[src/rtl/pdm_pkg.sv]
package pdm_pkg;

    typedef enum logic [1:0] {
        PM_SINGLE     = 2'd0,
        PM_INTERLEAVE = 2'd1,
        PM_PARALLEL   = 2'd2
    } port_mode_e;

    function automatic port_mode_e decode_mode(input logic dual, input logic par);
        if (!dual)
            return PM_SINGLE;
        else if (par)
            return PM_PARALLEL;
        else
            return PM_INTERLEAVE;
    endfunction

endpackage

[src/rtl/pdm_line_phase.sv]
module pdm_line_phase
    import pdm_pkg::*;
#(
    parameter int PW = 24
) (
    input  logic          clk,
    input  logic          rst_n,
    input  logic [PW-1:0] pix_in,
    input  logic          hsync_in,
    input  logic          hs_pol,
    input  logic          dual_en,
    input  logic          par_en,
    input  logic          pdown,
    output logic [PW-1:0] s1_pix,
    output logic          s1_odd,
    output logic          s1_hs,
    output port_mode_e    s1_mode,
    output logic          s1_pdown
);

    typedef struct packed {
        logic [PW-1:0] pix;
        logic          odd;
        logic          hs;
        port_mode_e    mode;
        logic          pdown;
    } stage_t;

    stage_t st_d, st_q;
    logic   hs_now;
    logic   line_start;

    always_comb begin
        hs_now     = hs_pol ? hsync_in : ~hsync_in;
        line_start = hs_now & ~st_q.hs;
        st_d       = st_q;
        st_d.pix   = pix_in;
        st_d.hs    = hs_now;
        st_d.odd   = line_start ? 1'b0 : ~st_q.odd;
        st_d.mode  = decode_mode(dual_en, par_en);
        st_d.pdown = pdown;
    end

    always_ff @(posedge clk) begin
        if (!rst_n) begin
            st_q       <= '0;
            st_q.odd   <= 1'b1;
            st_q.mode  <= PM_SINGLE;
        end else begin
            st_q <= st_d;
        end
    end

    assign s1_pix   = st_q.pix;
    assign s1_odd   = st_q.odd;
    assign s1_hs    = st_q.hs;
    assign s1_mode  = st_q.mode;
    assign s1_pdown = st_q.pdown;

    // a sync leading edge makes the next registered pixel position 0
    assert_line_restart_R3: assert property (@(posedge clk) disable iff (!rst_n)
        line_start |=> (s1_odd == 1'b0));

    // away from line starts the position alternates
    assert_pos_alternate_R2: assert property (@(posedge clk) disable iff (!rst_n)
        !line_start |=> (s1_odd != $past(s1_odd)));

endmodule

[src/rtl/pdm_port_router.sv]
module pdm_port_router
    import pdm_pkg::*;
#(
    parameter int NCH = 3,
    parameter int CW  = 8
) (
    input  logic              clk,
    input  logic              rst_n,
    input  logic [NCH*CW-1:0] s1_pix,
    input  logic              s1_odd,
    input  logic              s1_hs,
    input  port_mode_e        s1_mode,
    input  logic              s1_pdown,
    output logic [NCH*CW-1:0] port_a,
    output logic [NCH*CW-1:0] port_b,
    output logic              dck_ce,
    output logic              hs_out,
    output logic              oe_a,
    output logic              oe_b
);

    localparam int PW = NCH * CW;

    typedef struct packed {
        logic [PW-1:0] hold;
        logic [PW-1:0] a;
        logic [PW-1:0] b;
        logic          ce;
        logic          hs;
        logic          oe_a;
        logic          oe_b;
    } out_t;

    out_t o_d, o_q;

    always_comb begin
        o_d      = o_q;
        o_d.hs   = s1_hs;
        o_d.oe_a = ~s1_pdown;
        o_d.oe_b = (s1_mode != PM_SINGLE) & ~s1_pdown;
        o_d.ce   = (s1_mode == PM_SINGLE) ? 1'b1 : s1_odd;
        for (int c = 0; c < NCH; c++) begin
            unique case (s1_mode)
                PM_SINGLE: begin
                    o_d.a[c*CW +: CW] = s1_pix[c*CW +: CW];
                    o_d.b[c*CW +: CW] = '0;
                end
                PM_INTERLEAVE: begin
                    if (s1_odd)
                        o_d.b[c*CW +: CW] = s1_pix[c*CW +: CW];
                    else
                        o_d.a[c*CW +: CW] = s1_pix[c*CW +: CW];
                end
                PM_PARALLEL: begin
                    if (s1_odd) begin
                        o_d.a[c*CW +: CW] = o_q.hold[c*CW +: CW];
                        o_d.b[c*CW +: CW] = s1_pix[c*CW +: CW];
                    end else begin
                        o_d.hold[c*CW +: CW] = s1_pix[c*CW +: CW];
                    end
                end
                default: begin
                    o_d.a[c*CW +: CW] = o_q.a[c*CW +: CW];
                end
            endcase
        end
    end

    always_ff @(posedge clk) begin
        if (!rst_n)
            o_q <= '0;
        else
            o_q <= o_d;
    end

    assign port_a = o_q.a;
    assign port_b = o_q.b;
    assign dck_ce = o_q.ce;
    assign hs_out = o_q.hs;
    assign oe_a   = o_q.oe_a;
    assign oe_b   = o_q.oe_b;

    // port B is never enabled while port A is off
    assert_oeb_needs_oea_R8: assert property (@(posedge clk) disable iff (!rst_n)
        o_q.oe_b |-> o_q.oe_a);

    // in a sustained dual mode the data clock enable never stays high
    assert_ce_half_rate_R6: assert property (@(posedge clk) disable iff (!rst_n)
        (o_q.ce && s1_mode != PM_SINGLE && $past(s1_mode) != PM_SINGLE) |=> !o_q.ce);

    // an even-position pixel in parallel mode leaves both ports still
    assert_pair_wait_R4: assert property (@(posedge clk) disable iff (!rst_n)
        (s1_mode == PM_PARALLEL && !s1_odd) |=> ($stable(port_a) && $stable(port_b)));

    // interleaved mode touches only one port per pixel
    assert_interleave_one_R5: assert property (@(posedge clk) disable iff (!rst_n)
        (s1_mode == PM_INTERLEAVE) |=> ($stable(port_a) || $stable(port_b)));

endmodule

[src/rtl/pdm_top.sv]
module pdm_top
    import pdm_pkg::*;
#(
    parameter int NCH = 3,
    parameter int CW  = 8
) (
    input  logic              clk,
    input  logic              rst_n,
    input  logic [NCH*CW-1:0] pix_in,
    input  logic              hsync_in,
    input  logic              hs_pol,
    input  logic              dual_en,
    input  logic              par_en,
    input  logic              pdown,
    output logic [NCH*CW-1:0] port_a,
    output logic [NCH*CW-1:0] port_b,
    output logic              dck_ce,
    output logic              hs_out,
    output logic              oe_a,
    output logic              oe_b
);

    localparam int PW = NCH * CW;

    logic [PW-1:0] s1_pix;
    logic          s1_odd;
    logic          s1_hs;
    port_mode_e    s1_mode;
    logic          s1_pdown;

    pdm_line_phase #(.PW(PW)) u_phase (
        .clk      (clk),
        .rst_n    (rst_n),
        .pix_in   (pix_in),
        .hsync_in (hsync_in),
        .hs_pol   (hs_pol),
        .dual_en  (dual_en),
        .par_en   (par_en),
        .pdown    (pdown),
        .s1_pix   (s1_pix),
        .s1_odd   (s1_odd),
        .s1_hs    (s1_hs),
        .s1_mode  (s1_mode),
        .s1_pdown (s1_pdown)
    );

    pdm_port_router #(.NCH(NCH), .CW(CW)) u_router (
        .clk      (clk),
        .rst_n    (rst_n),
        .s1_pix   (s1_pix),
        .s1_odd   (s1_odd),
        .s1_hs    (s1_hs),
        .s1_mode  (s1_mode),
        .s1_pdown (s1_pdown),
        .port_a   (port_a),
        .port_b   (port_b),
        .dck_ce   (dck_ce),
        .hs_out   (hs_out),
        .oe_a     (oe_a),
        .oe_b     (oe_b)
    );

endmodule

[config.mk]
export PLATFORM = sky130hd
export DESIGN_NAME = pdm_top
export DESIGN_NICKNAME = d
export VERILOG_FILES = /design/src/rtl/pdm_pkg.sv /design/src/rtl/pdm_line_phase.sv /design/src/rtl/pdm_port_router.sv /design/src/rtl/pdm_top.sv
export SDC_FILE = /design/constraint.sdc
export NUM_CORES = 1
export LEC_CHECK = 0
export ABC_AREA = 1
export ABC_CLOCK_PERIOD_IN_PS = 1300
export BUFFER_PORTS_ARGS = -buffer_cell sky130_fd_sc_hd__buf_2
export CORE_MARGIN = 2
export CORE_UTILIZATION = 50
export DETAILED_ROUTE_END_ITERATION = 12
export PLACE_DENSITY = 0.76
export RECOVER_POWER = 50
export REMOVE_ABC_BUFFERS = 1
export SLEW_MARGIN = 25
export SYNTH_ARGS = -nofsm -noshare
export SYNTH_HDL_FRONTEND = slang
export SYNTH_SLANG_ARGS = --single-unit
[constraint.sdc]
create_clock -name clk -period 1.3 [get_ports clk]
set_input_delay 0.39 -clock clk [delete_from_list [all_inputs] [get_ports clk]]
set_output_delay 0.39 -clock clk [all_outputs]
set_load 0.1 [all_outputs]
======== Word-level counts from Yosys, hierarchy flattened ========
Index checks and enable logic that the tools add are counted.
word-level totals
  register bits ........................... 105
  output and inout port bits .............. 52
  logic and storage cells ................. 51
cells by class
  equal/unequal tests ..................... 5
  muxes and demuxes ....................... 19
  bitwise logic cells ..................... 6
  reductions and logical operators ........ 9
operator list
  kind                                           count
  2-to-1 mux 8 bit                               9
  case mux 8 bit (3 select lines)                3
  case mux 8 bit (2 select lines)                3
  AND reduction 2 bit                            3
  != test 2 bit, second input constant           2
  NOT 1 bit                                      4
  nonzero test 2 bit                             2
  2-to-1 mux 1 bit                               3
  AND reduction 3 bit                            1
  nonzero test 3 bit                             1
  bitwise AND 1 bit                              2
  == test 2 x 1 -> 1 bit, second input constant  1
  == test 2 bit, second input constant           1
  zero test 2 bit                                1
  2-to-1 mux 2 bit                               1
  != test 2 x 1 -> 1 bit, second input constant  1
  OR reduction 2 bit                             1

======== Longest topological paths before layout ========
  depth after elaboration ................. 4
  depth in mapped cells ................... 7
  gate-level depth less buffers ........... 7

======== Hierarchy ========
Synthesis repeated with hierarchy kept, for this count alone.
unflattened totals
  cells, all modules ...................... 608
  area total of the unflattened synthesis .. 4403.0 µm²
by module, submodules not included
  module           instances  cells an instance  area each (µm²)  sequential area each (µm²)
  pdm_port_router  1          512                3544.6           1521.5
  pdm_line_phase   1          96                 858.3            580.6

======== Least setup slack after synthesis ========
Ideal clock, no wire load.
  path type ............................... flip-flop to output port
  start point ............................. register u_router.o_q (netlist bit u_router.dck_ce)
  end point ............................... output dck_ce
  arrival time ............................ 909 ps
  required time ........................... 910 ps
  slack ................................... 1 ps
  cell stages (with the launch flop) ...... 1
  path buffers ............................ 0
  cells stage by stage .................... dfxtp_1
RTL lines
  item                      line                   text
  start: declaration        pdm_port_router.sv:34  out_t o_d, o_q;
  start signal: assignment  pdm_port_router.sv:71  o_q <= '0;
  start signal: assignment  pdm_port_router.sv:73  o_q <= o_d;
  end: declaration          pdm_top.sv:17          output logic dck_ce,
No word-level cell between the ends.

======== Worst setup path after layout ========
  start point ............................. register u_phase.st_q (netlist bit u_phase.s1_mode[1])
  end point ............................... register u_router.o_q (netlist bit u_router.port_a[7])
between the ends
  cells in the longest elaborated chain, start to end .. 3
  elaborated cells on any way between the ends .. 8
  those cells by class .................... eq/ne (4); mux (1); reduce/logical (3)
ends and longest elaborated chain
  item                                                                  line                   text
  start: declaration                                                    pdm_line_phase.sv:29   stage_t st_d, st_q;
  start signal: assignment                                              pdm_line_phase.sv:50   st_q <= st_d;
  == test 2 x 1 -> 1 bit (tied with other cells)                        pdm_port_router.sv:43  unique case (s1_mode)
  != test 2 bit (no line) / nonzero test 3 bit (equally long branches)  --
  AND reduction 3 bit (no line)                                         --
Several ways; a longest one is shown, not always the timed one.
A chain may end at the register's enable or synchronous reset.

==> flow_summary.json <==
{
  "drtPass1Iterations": 5,
  "grt_max_degree": 35,
  "dieHeight_um": 97.7,
  "cts_made_buffers": 9,
  "crit_type": "flip-flop to flip-flop",
  "gp_congestion": 0.803,
  "yosysTopAreaCellShare_pct": 47.9,
  "worst_slew_pin_slew_ps": 637,
  "synth-async-reset-ratio_pct": 0,
  "rsz0062_at_grt": "yes",
  "grt_pass1_wl_um": 16600,
  "core_area_um2": 8590,
  "final_antenna_net_count": 0,
  "cts_max_path_buffers": 2,
  "fin_ws_ps": -91.4,
  "failed_checks": "negative setup slack",
  "post-route-util_pct": 72.3,
  "avgViaCountPerCell": 5.36,
  "final_cells": 787,
  "die_area_um2": 9540,
  "synth_ff_type": "dfxtp_1",
  "grt_pass1_vias": 3646,
  "syn-instance-count": 607,
  "setup_viol": 84,
  "ys_seq_area_share_pct": 47.9,
  "cp_max_fo": 26,
  "final_area_um2": 6210,
  "synth_top_area_cell": "dfxtp_1",
  "ys_types": 17,
  "drive_gt1_share_pct": 38.1,
  "row_count": 34,
  "hold_viol": 0,
  "maxSlewViolCount": 0,
  "pre_cts_ws_ps": -54.6,
  "vdd_drop_max_mv": 0.671,
  "drtIter0Drc": 295,
  "slew_headroom_pct": 57.5,
  "grtUsageTotal_pct": 21.7,
  "clk_latency_ps": 370,
  "overflow": 0,
  "die_w_um": 97.7,
  "synth_common_cells": "118 x nand2_1, 105 x dfxtp_1, 102 x nor2_1",
  "outcome": "finished, violations left",
  "num_antenna_cells": 0,
  "dp.cells": 746,
  "wl_um": 13100,
  "synth-seq-cells": 105,
  "nFillCells": 562,
  "synth.avg_cell_area_um2": 7.23,
  "period_share_pct": 107,
  "fin_worst_skew_ps": 8.39,
  "start_util_pct": 51.0,
  "nets": 708,
  "route.detailed.drc": 0,
  "cts_num_sinks": 105,
  "timing.fmax_mhz": 719,
  "synth.cell_area_um2": 4390,
  "port-buffer-count": 82,
  "yosysMostFrequentCell": "nand2_1",
  "vias": 4218,
  "ys_warn_count": 0,
  "wire_per_inst_um": 16.7,
  "critPathLaunchType": "flip-flop",
  "htree_levels": 3,
  "m1WireLength_um": 4670,
  "top_layer_used": "met4",
  "hp-class": "primary input to flip-flop",
  "path_clk_slew_ps": 100,
  "dr_wl_met3_um": 882,
  "antenna_found_initial": 0,
  "dpl-instance-area_um2": 5480,
  "cap_violations": 0,
  "hold_buffers": 0,
  "period_minus_slack_ps": 1390,
  "root_buffer": "clkbuf_8",
  "met2WireLength_um": 6720,
  "crit_path_end_kind": "flip-flop",
  "area_delta_synth_final_pct": 41.6,
  "synth_edf_count": 0,
  "cts_tree": "done",
  "dpl.hpwl_um": 7160,
  "p_leak_nw": 2.71,
  "required_ps": 1600,
  "crit_arrival_ps": 1690,
  "power.density_nw_per_um2": 1120,
  "synth_area_leaders": "dfxtp_1 48%, nand2_1 10%, buf_4 8.9%, nor2_1 8.7%, inv_1 6.7%",
  "ios": 83
}
-- cell families (layout without fill, tap and decap cells) --
logic type / after synthesis / after routing / share of synthesized area (%)
simple gates: 272 / 272 / 24.9
flops: 105 / 105 / 47.9
compound gates: 68 / 68 / 7.76
buf+inv: 159 / 231 / 18.6
fa+ha+maj: 3 / 3 / 0.856
-- critical path: stages (launching register included) --
cell	delay, ps
dfxtp_2	360
buf_4	130
ha_2	220
buf_12	170
nand2_1	80
o21ai_1	110
nor2_1	90
nor2_1	140
-- repair_timing --
item                       4_1_cts  5_1_grt
resized for setup               76       89
cloned                           2        2
pin swaps                        1       18
buffers inserted                 8       13
setup endpoints to repair       81      124
-- routing by layer --
layer,global-route usage [%],vias up
met2,39.8,230
met3,3.60,88
li1,-,1931
met5,0,-
met1,24.3,1969
met4,10.4,0
-- sequential cells by signal (all words and copies together) (netlist names) --
name,flops
u_router.hs_out,1
u_router.oe_b,1
u_phase.s1_odd,1
u_router.oe_a,1
u_router.port_a,24
u_phase.s1_hs,1
u_router.o_q,24
u_router.dck_ce,1
u_phase.s1_pix,24
u_phase.s1_mode,2
u_router.port_b,24
u_phase.s1_pdown,1
-- final timing paths --
kind                                    startpoint                  to  slack [ps]  depth (start not counted)
worst max-delay path            u_phase.s1_mode[1]  u_router.port_a[7]         -90                          7
worst max register to register  u_phase.s1_mode[1]  u_router.port_a[7]         -90                          7
worst min register to register       u_phase.s1_hs     u_router.hs_out         440                          2
worst min-delay path                        par_en  u_phase.s1_mode[0]         170                          2
-- area by class of cell --
class / count / area [µm²] / area share [%]
timing repair buffer: 134 / 1690 / 27.2
clock buffer: 9 / 124 / 1.99
sequential: 105 / 2220 / 35.7
inverter: 81 / 319 / 5.14
multi-input combinational: 343 / 1680 / 27.1
clock inverter: 7 / 46.3 / 0.745
tap: 108 / 135 / 2.18
-- per-stage QoR --
| step | setup TNS (ps) | total power, mW | hold WS [ps] |
|---|---|---|---|
| after detailed placement | -291 | 5.01 | 427 |
| final | -2060 | 6.98 | 171 |
| after global routing | -6170 | 7.20 | 163 |
| after floorplan | -13820 | 4.37 | 394 |
| after CTS | -581 | 6.80 | 187 |
| after global placement | 0 | 4.97 | 403 |
-- cells in the final DEF (no fill, tap or decap), drive strengths merged --
| cell | n |
|---|---|
| a21oi | 24 |
| buf | 130 |
| clkbuf | 13 |
| clkinv | 3 |
| clkinvlp | 3 |
| dfxtp | 105 |
| ha | 3 |
| inv | 82 |
| nand2 | 120 |
| nand3 | 48 |
| nand3b | 1 |
| nor2 | 102 |
| nor3 | 1 |
| o21ai | 44 |
-- power breakdown --
part / internal, mW / total (mW) / switching (mW) / leakage (nW)
combinational: 0.597 / 1.64 / 1.04 / 1.74
clock: 0.693 / 1.85 / 1.16 / 0.0814
sequential: 3.34 / 3.49 / 0.146 / 0.889
total: 4.63 / 6.98 / 2.34 / 2.71
Power figures use the tool's default switching activity.
